===== src/rtl/sdcmd_pkg.sv =====
package sdcmd_pkg;
  localparam int ARG_W   = 32;
  localparam int IDX_W   = 6;
  localparam int FRAME_W = 136;
  localparam int WORD_W  = 32;
  localparam int N_RESP  = 4;
  localparam int ADDR_W  = 3;

  typedef enum logic [1:0] {
    RSP_NONE       = 2'd0,
    RSP_LONG       = 2'd1,
    RSP_SHORT      = 2'd2,
    RSP_SHORT_BUSY = 2'd3
  } rsp_kind_e;

  typedef struct packed {
    logic [IDX_W-1:0] index;
    logic             data_present;
    logic             idx_check;
    logic             crc_check;
    rsp_kind_e        kind;
  } cmd_word_t;

  localparam logic [ADDR_W-1:0] A_ARG   = 3'd0;
  localparam logic [ADDR_W-1:0] A_CMD   = 3'd1;
  localparam logic [ADDR_W-1:0] A_RESP0 = 3'd2;
  localparam logic [ADDR_W-1:0] A_PRES  = 3'd6;
  localparam logic [ADDR_W-1:0] A_STS   = 3'd7;

  localparam int ST_CMD_DONE  = 0;
  localparam int ST_XFER_DONE = 1;
  localparam int ST_DMA       = 3;
  localparam int ST_ERR_SUM   = 15;
  localparam int ST_TIMEOUT   = 16;
  localparam int ST_CRC       = 17;
  localparam int ST_IDX       = 19;

  localparam int PR_CMD_INH = 0;
  localparam int PR_DAT_INH = 1;
  localparam int PR_DAT_LO  = 20;

  function automatic cmd_word_t decode_cmd(input logic [15:0] w);
    cmd_word_t c;
    c.index        = w[13:8];
    c.data_present = w[5];
    c.idx_check    = w[4];
    c.crc_check    = w[3];
    c.kind         = rsp_kind_e'(w[1:0]);
    return c;
  endfunction

  function automatic logic [WORD_W-1:0] encode_cmd(input cmd_word_t c);
    logic [WORD_W-1:0] w;
    w        = '0;
    w[13:8]  = c.index;
    w[5]     = c.data_present;
    w[4]     = c.idx_check;
    w[3]     = c.crc_check;
    w[1:0]   = c.kind;
    return w;
  endfunction

  // Busy-type command with no data needs both lines free; all else only CMD.
  function automatic logic may_issue(input cmd_word_t c, input logic cmd_inh,
                                     input logic dat_inh);
    if (cmd_inh) return 1'b0;
    if (c.kind == RSP_SHORT_BUSY && !c.data_present) return !dat_inh;
    return 1'b1;
  endfunction

  function automatic logic is_short(input rsp_kind_e k);
    return (k == RSP_SHORT) || (k == RSP_SHORT_BUSY);
  endfunction

  function automatic logic [IDX_W-1:0] frame_index(input logic [FRAME_W-1:0] f);
    return f[45:40];
  endfunction

  function automatic logic [WORD_W-1:0] short_payload(input logic [FRAME_W-1:0] f);
    return f[39:8];
  endfunction

  // Long frame without its CRC byte, right-aligned into 128 bits.
  function automatic logic [N_RESP*WORD_W-1:0] long_layout(input logic [FRAME_W-1:0] f);
    return {8'h00, f[127:8]};
  endfunction
endpackage


===== src/rtl/sdcmd_decode.sv =====
module sdcmd_decode
  import sdcmd_pkg::*;
(
  input  logic              wr_en,
  input  logic [ADDR_W-1:0] wr_addr,
  input  logic [15:0]       wr_word,
  input  logic              cmd_inh,
  input  logic              dat_inh,
  output logic              issue,
  output cmd_word_t         word
);
  logic unused_cmd_bits;
  assign unused_cmd_bits = ^{wr_word[15:14], wr_word[7:6], wr_word[2]};

  always_comb begin
    word  = decode_cmd(wr_word);
    issue = wr_en && (wr_addr == A_CMD) && may_issue(word, cmd_inh, dat_inh);
  end
endmodule


===== src/rtl/sdcmd_sequencer.sv =====
module sdcmd_sequencer
  import sdcmd_pkg::*;
#(
  parameter int TIMEOUT_CLKS = 64
) (
  input  logic             clk,
  input  logic             rst_n,
  input  logic             issue,
  input  cmd_word_t        issue_word,
  input  logic [ARG_W-1:0] arg_in,
  input  logic             ser_sent,
  input  logic             sd_tick,
  input  logic             rsp_start,
  input  logic             rsp_valid,
  input  logic [IDX_W-1:0] rsp_index,
  input  logic             rsp_crc_ok,
  output logic             ser_req,
  output logic [IDX_W-1:0] ser_index,
  output logic [ARG_W-1:0] ser_arg,
  output logic [1:0]       ser_kind,
  output cmd_word_t        cur_word,
  output logic             ev_nr_done,
  output logic             ev_rsp,
  output logic             ev_timeout,
  output logic             ev_idx_err,
  output logic             ev_crc_err
);
  localparam int CNT_W = $clog2(TIMEOUT_CLKS + 1);
  localparam logic [CNT_W-1:0] CNT_LAST = CNT_W'(TIMEOUT_CLKS - 1);

  typedef enum logic [1:0] {S_IDLE, S_SEND, S_WAIT_START, S_WAIT_END} seq_state_e;

  seq_state_e       state_q, state_d;
  cmd_word_t        word_q;
  logic [ARG_W-1:0] arg_q;
  logic [CNT_W-1:0] tcnt_q;
  logic             sent_fire;

  always_comb begin
    sent_fire  = (state_q == S_SEND) && ser_sent;
    ev_nr_done = sent_fire && (word_q.kind == RSP_NONE);
    ev_timeout = (state_q == S_WAIT_START) && sd_tick && !rsp_start &&
                 (tcnt_q == CNT_LAST);
    ev_rsp     = (state_q == S_WAIT_END) && rsp_valid;
    ev_idx_err = ev_rsp && word_q.idx_check && is_short(word_q.kind) &&
                 (rsp_index != word_q.index);
    ev_crc_err = ev_rsp && word_q.crc_check && !rsp_crc_ok;
  end

  always_comb begin
    state_d = state_q;
    unique case (state_q)
      S_IDLE:       if (issue) state_d = S_SEND;
      S_SEND:       if (ser_sent) state_d = (word_q.kind == RSP_NONE) ? S_IDLE : S_WAIT_START;
      S_WAIT_START: if (rsp_start) state_d = S_WAIT_END;
                    else if (ev_timeout) state_d = S_IDLE;
      S_WAIT_END:   if (rsp_valid) state_d = S_IDLE;
      default:      state_d = S_IDLE;
    endcase
  end

  always_ff @(posedge clk or negedge rst_n) begin
    if (!rst_n) begin
      state_q <= S_IDLE;
      word_q  <= '0;
      arg_q   <= '0;
      tcnt_q  <= '0;
    end else begin
      state_q <= state_d;
      if (issue && state_q == S_IDLE) begin
        word_q <= issue_word;
        arg_q  <= arg_in;
      end
      if (sent_fire) tcnt_q <= '0;
      else if (state_q == S_WAIT_START && sd_tick && !ev_timeout) tcnt_q <= tcnt_q + 1'b1;
    end
  end

  assign ser_req   = (state_q == S_SEND);
  assign ser_index = word_q.index;
  assign ser_arg   = arg_q;
  assign ser_kind  = word_q.kind;
  assign cur_word  = word_q;

  // the tick counter never reaches the window length
  a_r5_timeout_bound: assert property (@(posedge clk) disable iff (!rst_n)
    tcnt_q < CNT_W'(TIMEOUT_CLKS));

  // an outstanding request holds its payload until sent
  a_r1_req_hold: assert property (@(posedge clk) disable iff (!rst_n)
    (ser_req && !ser_sent) |=> (ser_req && $stable(ser_index) && $stable(ser_arg)));

  // at most one completion event per cycle
  a_r3_single_event: assert property (@(posedge clk) disable iff (!rst_n)
    $onehot0({ev_nr_done, ev_rsp, ev_timeout}));
endmodule


===== src/rtl/sdcmd_resp_store.sv =====
module sdcmd_resp_store
  import sdcmd_pkg::*;
(
  input  logic                          clk,
  input  logic                          rst_n,
  input  logic                          ev_rsp,
  input  rsp_kind_e                     kind,
  input  logic [FRAME_W-1:0]            frame,
  output logic [N_RESP-1:0][WORD_W-1:0] resp
);
  logic [N_RESP*WORD_W-1:0] long_bits;
  logic                     unused_frame;

  assign long_bits    = long_layout(frame);
  assign unused_frame = ^{frame[135:128], frame[7:0]};

  for (genvar g = 0; g < N_RESP; g++) begin : g_word
    always_ff @(posedge clk or negedge rst_n) begin
      if (!rst_n) begin
        resp[g] <= '0;
      end else if (ev_rsp) begin
        if (kind == RSP_LONG) resp[g] <= long_bits[g*WORD_W +: WORD_W];
        else if (g == 0 && is_short(kind)) resp[g] <= short_payload(frame);
      end
    end
  end

  // a long response leaves the top byte of word 3 zero
  a_r7_top_byte: assert property (@(posedge clk) disable iff (!rst_n)
    (ev_rsp && kind == RSP_LONG) |=> (resp[N_RESP-1][WORD_W-1 -: 8] == 8'h00));
endmodule


===== src/rtl/sdcmd_status.sv =====
module sdcmd_status
  import sdcmd_pkg::*;
(
  input  logic              clk,
  input  logic              rst_n,
  input  logic              issue,
  input  cmd_word_t         issue_word,
  input  cmd_word_t         cur_word,
  input  logic              ev_nr_done,
  input  logic              ev_rsp,
  input  logic              ev_timeout,
  input  logic              ev_idx_err,
  input  logic              ev_crc_err,
  input  logic              dat0,
  input  logic              xfer_done,
  input  logic              dma_event,
  input  logic              w1c_en,
  input  logic [WORD_W-1:0] w1c_data,
  output logic              cmd_inh,
  output logic              dat_inh,
  output logic [WORD_W-1:0] intsts
);
  localparam logic [WORD_W-1:0] STORED_MASK =
    (WORD_W'(1) << ST_CMD_DONE) | (WORD_W'(1) << ST_XFER_DONE) |
    (WORD_W'(1) << ST_DMA) | (WORD_W'(1) << ST_TIMEOUT) |
    (WORD_W'(1) << ST_CRC) | (WORD_W'(1) << ST_IDX);

  logic              cmd_inh_q, dat_inh_q, busy_arm_q;
  logic [WORD_W-1:0] sts_q, sets, clrs;
  logic              busy_end, busy_cmd, busy_abort;

  always_comb begin
    busy_cmd   = (cur_word.kind == RSP_SHORT_BUSY) && !cur_word.data_present;
    busy_end   = busy_arm_q && dat0;
    busy_abort = ev_timeout && busy_cmd;
    sets = '0;
    sets[ST_CMD_DONE]  = ev_nr_done | ev_rsp;
    sets[ST_XFER_DONE] = busy_end | xfer_done;
    sets[ST_DMA]       = dma_event;
    sets[ST_TIMEOUT]   = ev_timeout;
    sets[ST_CRC]       = ev_crc_err;
    sets[ST_IDX]       = ev_idx_err;
    clrs = w1c_en ? (w1c_data & STORED_MASK) : '0;
  end

  always_ff @(posedge clk or negedge rst_n) begin
    if (!rst_n) begin
      cmd_inh_q  <= 1'b0;
      dat_inh_q  <= 1'b0;
      busy_arm_q <= 1'b0;
      sts_q      <= '0;
    end else begin
      sts_q <= (sts_q & ~clrs) | sets;
      if (issue) cmd_inh_q <= 1'b1;
      else if (ev_nr_done || ev_rsp || ev_timeout) cmd_inh_q <= 1'b0;
      if (issue && (issue_word.data_present || issue_word.kind == RSP_SHORT_BUSY))
        dat_inh_q <= 1'b1;
      else if (busy_end || xfer_done || busy_abort)
        dat_inh_q <= 1'b0;
      if (ev_rsp && busy_cmd) busy_arm_q <= 1'b1;
      else if (busy_end) busy_arm_q <= 1'b0;
    end
  end

  always_comb begin
    intsts             = sts_q;
    intsts[ST_ERR_SUM] = |sts_q[WORD_W-1:16];
  end

  assign cmd_inh = cmd_inh_q;
  assign dat_inh = dat_inh_q;

  // command complete only ever rises together with the inhibit release
  a_r3_done_releases: assert property (@(posedge clk) disable iff (!rst_n)
    $rose(sts_q[ST_CMD_DONE]) |-> !cmd_inh_q);

  // the data inhibit drops only after DAT0 high, a transfer end or an abort
  a_r9_busy_exit: assert property (@(posedge clk) disable iff (!rst_n)
    $fell(dat_inh_q) |-> ($past(busy_arm_q && dat0) || $past(xfer_done) || $past(ev_timeout)));

  // the summary bit tracks the error bits
  a_r10_summary: assert property (@(posedge clk) disable iff (!rst_n)
    intsts[ST_ERR_SUM] == (intsts[ST_TIMEOUT] | intsts[ST_CRC] | intsts[ST_IDX]));
endmodule


===== src/rtl/sdcmd_issue_unit.sv =====
module sdcmd_issue_unit
  import sdcmd_pkg::*;
#(
  parameter int TIMEOUT_CLKS = 64
) (
  input  logic               clk,
  input  logic               rst_n,
  input  logic               wr_en,
  input  logic [2:0]         wr_addr,
  input  logic [31:0]        wr_data,
  input  logic [2:0]         rd_addr,
  output logic [31:0]        rd_data,
  output logic               ser_req,
  output logic [5:0]         ser_index,
  output logic [31:0]        ser_arg,
  output logic [1:0]         ser_kind,
  input  logic               ser_sent,
  input  logic               sd_tick,
  input  logic               rsp_start,
  input  logic               rsp_valid,
  input  logic [135:0]       rsp_frame,
  input  logic               rsp_crc_ok,
  input  logic               xfer_done,
  input  logic               dma_event,
  input  logic [3:0]         dat_lines
);
  logic                          issue, cmd_inh, dat_inh;
  logic                          ev_nr_done, ev_rsp, ev_timeout, ev_idx_err, ev_crc_err;
  cmd_word_t                     new_word, cur_word;
  logic [ARG_W-1:0]              arg_q;
  logic [N_RESP-1:0][WORD_W-1:0] resp;
  logic [WORD_W-1:0]             intsts, present;

  always_ff @(posedge clk or negedge rst_n) begin
    if (!rst_n) arg_q <= '0;
    else if (wr_en && wr_addr == A_ARG) arg_q <= wr_data;
  end

  sdcmd_decode u_decode (
    .wr_en   (wr_en),
    .wr_addr (wr_addr),
    .wr_word (wr_data[15:0]),
    .cmd_inh (cmd_inh),
    .dat_inh (dat_inh),
    .issue   (issue),
    .word    (new_word)
  );

  sdcmd_sequencer #(.TIMEOUT_CLKS(TIMEOUT_CLKS)) u_seq (
    .clk        (clk),
    .rst_n      (rst_n),
    .issue      (issue),
    .issue_word (new_word),
    .arg_in     (arg_q),
    .ser_sent   (ser_sent),
    .sd_tick    (sd_tick),
    .rsp_start  (rsp_start),
    .rsp_valid  (rsp_valid),
    .rsp_index  (frame_index(rsp_frame)),
    .rsp_crc_ok (rsp_crc_ok),
    .ser_req    (ser_req),
    .ser_index  (ser_index),
    .ser_arg    (ser_arg),
    .ser_kind   (ser_kind),
    .cur_word   (cur_word),
    .ev_nr_done (ev_nr_done),
    .ev_rsp     (ev_rsp),
    .ev_timeout (ev_timeout),
    .ev_idx_err (ev_idx_err),
    .ev_crc_err (ev_crc_err)
  );

  sdcmd_resp_store u_store (
    .clk    (clk),
    .rst_n  (rst_n),
    .ev_rsp (ev_rsp),
    .kind   (cur_word.kind),
    .frame  (rsp_frame),
    .resp   (resp)
  );

  sdcmd_status u_status (
    .clk        (clk),
    .rst_n      (rst_n),
    .issue      (issue),
    .issue_word (new_word),
    .cur_word   (cur_word),
    .ev_nr_done (ev_nr_done),
    .ev_rsp     (ev_rsp),
    .ev_timeout (ev_timeout),
    .ev_idx_err (ev_idx_err),
    .ev_crc_err (ev_crc_err),
    .dat0       (dat_lines[0]),
    .xfer_done  (xfer_done),
    .dma_event  (dma_event),
    .w1c_en     (wr_en && wr_addr == A_STS),
    .w1c_data   (wr_data),
    .cmd_inh    (cmd_inh),
    .dat_inh    (dat_inh),
    .intsts     (intsts)
  );

  always_comb begin
    present = '0;
    present[PR_CMD_INH]           = cmd_inh;
    present[PR_DAT_INH]           = dat_inh;
    present[PR_DAT_LO +: 4]       = dat_lines;
  end

  always_comb begin
    unique case (rd_addr)
      A_ARG:   rd_data = arg_q;
      A_CMD:   rd_data = encode_cmd(cur_word);
      A_PRES:  rd_data = present;
      A_STS:   rd_data = intsts;
      default: rd_data = resp[rd_addr - A_RESP0];
    endcase
  end

  // no new command is accepted while one is still waiting to be sent
  a_r4_no_overlap: assert property (@(posedge clk) disable iff (!rst_n)
    issue |-> !ser_req);

  // a pending request always has the command inhibit raised
  a_r3_req_inhibit: assert property (@(posedge clk) disable iff (!rst_n)
    ser_req |-> cmd_inh);
endmodule


===== config.mk =====
export PLATFORM = sky130hd
export DESIGN_NAME = sdcmd_issue_unit
export DESIGN_NICKNAME = d
export VERILOG_FILES = /design/src/rtl/sdcmd_pkg.sv /design/src/rtl/sdcmd_decode.sv /design/src/rtl/sdcmd_sequencer.sv /design/src/rtl/sdcmd_resp_store.sv /design/src/rtl/sdcmd_status.sv /design/src/rtl/sdcmd_issue_unit.sv
export SDC_FILE = /design/constraint.sdc
export NUM_CORES = 1
export LEC_CHECK = 0
export ABC_AREA = 1
export BUFFER_PORTS_ARGS = -buffer_cell sky130_fd_sc_hd__buf_2
export CAP_MARGIN = 25
export CORE_UTILIZATION = 57
export CTS_BUF_LIST = sky130_fd_sc_hd__clkbuf_16
export CTS_CLUSTER_DIAMETER = 40
export DETAILED_ROUTE_END_ITERATION = 8
export PLACE_DENSITY = 0.83
export SYNTH_ARGS = -nofsm -noshare
export SYNTH_HDL_FRONTEND = slang
export SYNTH_SLANG_ARGS = --single-unit

===== constraint.sdc =====
create_clock -name clk -period 5.1 [get_ports clk]
set_clock_uncertainty 0.15 [all_clocks]
set_input_delay 0.255 -clock clk [delete_from_list [all_inputs] [get_ports clk]]
set_output_delay 0.255 -clock clk [all_outputs]
set_load 0.01 [all_outputs]

==> metrics.yaml <==
status: "finished clean"
synth_flop_cell: "dfrtp_1"
row_count: 47
cts_hold_buf: 168
overflow: 0
io_buffers: 244
ant_nets: 0
worst_ep_arrival_time_ns: 2.36
power_frac_clock_pct: 34.0
path_class: "in -> out"
dp_hpwl_um: 18200
cts_buffers: 30
most-common-layout-cells: "327 x nand2_1, 243 x buf_2, 213 x dfrtp_1, 195 x o21ai_0, 186 x inv_1"
post_cts_buffers: 0
netlist_area_um2: 9770
required_ns: 4.70
start_util_pct: 58.7
cts_sinks: 213
ys_ff_latch: 213
syn_area_per_cell_um2: 8.36
clkTransAtPathRegs_ns: 0.05
drive_above_1_share_pct: 21.0
critPathLaunchType: "input port"
cpLargestDelayFamily: "buffers and inverters"
synth_edf_count: 0
fin_tns_setup_ns: 0
yosysWarnings: 0
max_slew.worst_pin.slew_ns: 1.02
cts_tree: "done"
finalNonFillerCells: 1802
placed_cells: 1577
drt-pass1-iter-count: 5
worstPathMaxFanout: 16
num_vias: 10100
grt_pass1_vias: 10300
grt_pass1_wl_um: 52800
net-switching-power_mw: 2.02
combPwrFrac_pct: 24.9
die-area_um2: 17700
avgViaCountPerCell: 5.61
ys_async_sr_fraction_pct: 100
slew_headroom_pct: 32.3
max-cap-violations: 0
power_density_nw_per_um2: 449
ys_seq_area_share_pct: 54.6
syn_inst: 1169
worstHoldPathType: "in -> reg"
holdCritStartpoint: "wr_en"
chipWidth_um: 133
fp.dieH_um: 133
internal_power_mw: 4.15
hold_viol_final: 0
cts-resized-gates: 0
setup_viol_count_final: 0
track_usage_pct: 38.9
clkLatencyLatePin_ns: 0.53
synth_nets: 1358
vdd.ir_drop.worst_mv: 0.381
maxSlewViolCount: 0
drc: 0
p_leak_nw: 7.12
fin_crit_sh_pct: 54.1
cts_buffer_depth: 3
slowest_stage: "nor2_2"
coreArea_um2: 16600
fin_nets: 1747
rsz0062_at_grt: "no"
num_io_pins: 261
wire_per_inst_um: 18.8
slowest_delay_ns: 0.42
synth.distinct_cells: 32
gp_congestion: 0.887
worstPathCellList: "buf_2 -> inv_1 -> nor2_2 -> buf_4 -> nand2_1 -> inv_1 -> nand2_1 -> o21ai_0 -> inv_1 -> nand2_1 -> buf_2"
layout_commonest_cell: "nand2_1"
grt_max_degree: 177
worstReg2RegStart: "u_seq.state_q[1]"
antenna_found_initial: 0
fmax_mhz: 362
cts_max_level: 1
root_buffer: "clkbuf_16"
critPathBufInv: 6
cp-startpoint: "rd_addr[0]"
period_minus_slack_ns: 2.76
switching_share_pct: 32.7
wl_um: 33800
area_growth_pct: 40.7
seqPwrFrac_pct: 41.1
drtIter0Drc: 929
cp-end-kind: "output port"
## final timing paths
kind | end | slack (ns) | depth (start not counted)
setup / recovery | rd_data[13] | 2.34 | 11
hold / removal | u_status.cmd_inh | 0.04 | 5
setup reg to reg | u_store.resp[22] | 2.70 | 4
hold reg to reg | u_seq.ser_arg[4] | 0.31 | 2
max in group asynchronous | u_seq.ser_arg[5] | 3.48 | 3
min in group asynchronous | u_store.resp[50] | 0.29 | 2
## Yosys cell counts (2+ instances only)
library cell	n	area share, %
nor3_1	8	0.41
o21ai_1	3	0.15
clkbuf_1	23	0.88
o21ai_0	195	10
buf_4	21	1.6
o31ai_1	2	0.15
mux2_2	19	2.2
nand4_1	7	0.45
a31oi_1	2	0.13
dfrtp_1	213	55
buf_2	22	1.1
o2111ai_1	18	1.6
inv_1	183	7.0
xor2_1	6	0.54
nor2_2	3	0.19
nand2_1	327	13
nand3_1	28	1.4
nor2_1	34	1.3
o22ai_1	19	1.2
a21oi_1	24	1.2
## state kept, by name (all words and copies together), names as in the netlist
register,flops
u_status.dat_inh,1
u_store.resp,120
u_seq.state_q,2
u_seq.cur_word,3
u_status.cmd_inh,1
u_seq.ser_index,6
u_status.busy_arm_q,1
u_seq.ser_arg,32
u_status.sts_q,6
arg_q,32
u_seq.ser_kind,2
u_seq.tcnt_q,7
## metal layers
| layer | up-vias | track usage (%) | routed length (um) |
|---|---|---|---|
| met5 | - | 0 | 0 |
| met4 | 0 | 22.5 | 1950 |
| met3 | 151 | 6.48 | 2630 |
| met2 | 634 | 67.7 | 16800 |
| met1 | 4819 | 45.4 | 12400 |
| li1 | 4502 | - | - |
## power groups by stage
stage                     Combinational, mW  Clock [mW]  Sequential (mW)
after floorplan                       0.817           0             2.50
after global placement                 1.29           0             2.50
after detailed placement               1.34           0             2.51
after CTS                              1.47        2.10             2.50
after global routing                   1.69        2.19             2.58
final                                  1.54        2.10             2.54
## per-stage QoR
step	hold slack, ns	util (%)	power (mW)	area (um2)	setup slack, ns
after floorplan	-0.191	-	3.32	9770	3.50
after global placement	0.294	66.2	3.79	11000	2.42
after detailed placement	0.302	66.2	3.85	11000	2.40
after CTS	0.00856	82.5	6.06	13700	2.40
after global routing	0.0228	82.6	6.47	13700	2.22
final	0.0360	82.6	6.17	13700	2.34
## cell families after synthesis
kind of cell | after synthesis | share of synthesized area, %
xor+xnor | 7 | 0.704
mux | 20 | 2.31
buf+inv | 249 | 10.7
simple gates | 413 | 16.9
compound gates | 266 | 14.7
fa+ha+maj | 1 | 0.128
flops | 213 | 54.6
## worst register-to-register path: stages (launching register included)
cell,delay (ns)
dfrtp_1,0.48
nand3_2,0.22
nor2_4,0.63
buf_4,0.42
mux2_2,0.40
## final cells by class
| type | instances | area (um2) |
|---|---|---|
| flip-flops and latches | 213 | 5330 |
| multi-input cells | 707 | 3400 |
| repair buffers | 423 | 3030 |
| fillers | 922 | 2890 |
| clock buffers | 31 | 776 |
| inverters | 183 | 687 |
| well taps | 220 | 275 |
| clock inverters | 24 | 245 |
| diodes | 1 | 2.50 |
(Power assumes the default switching activity.)
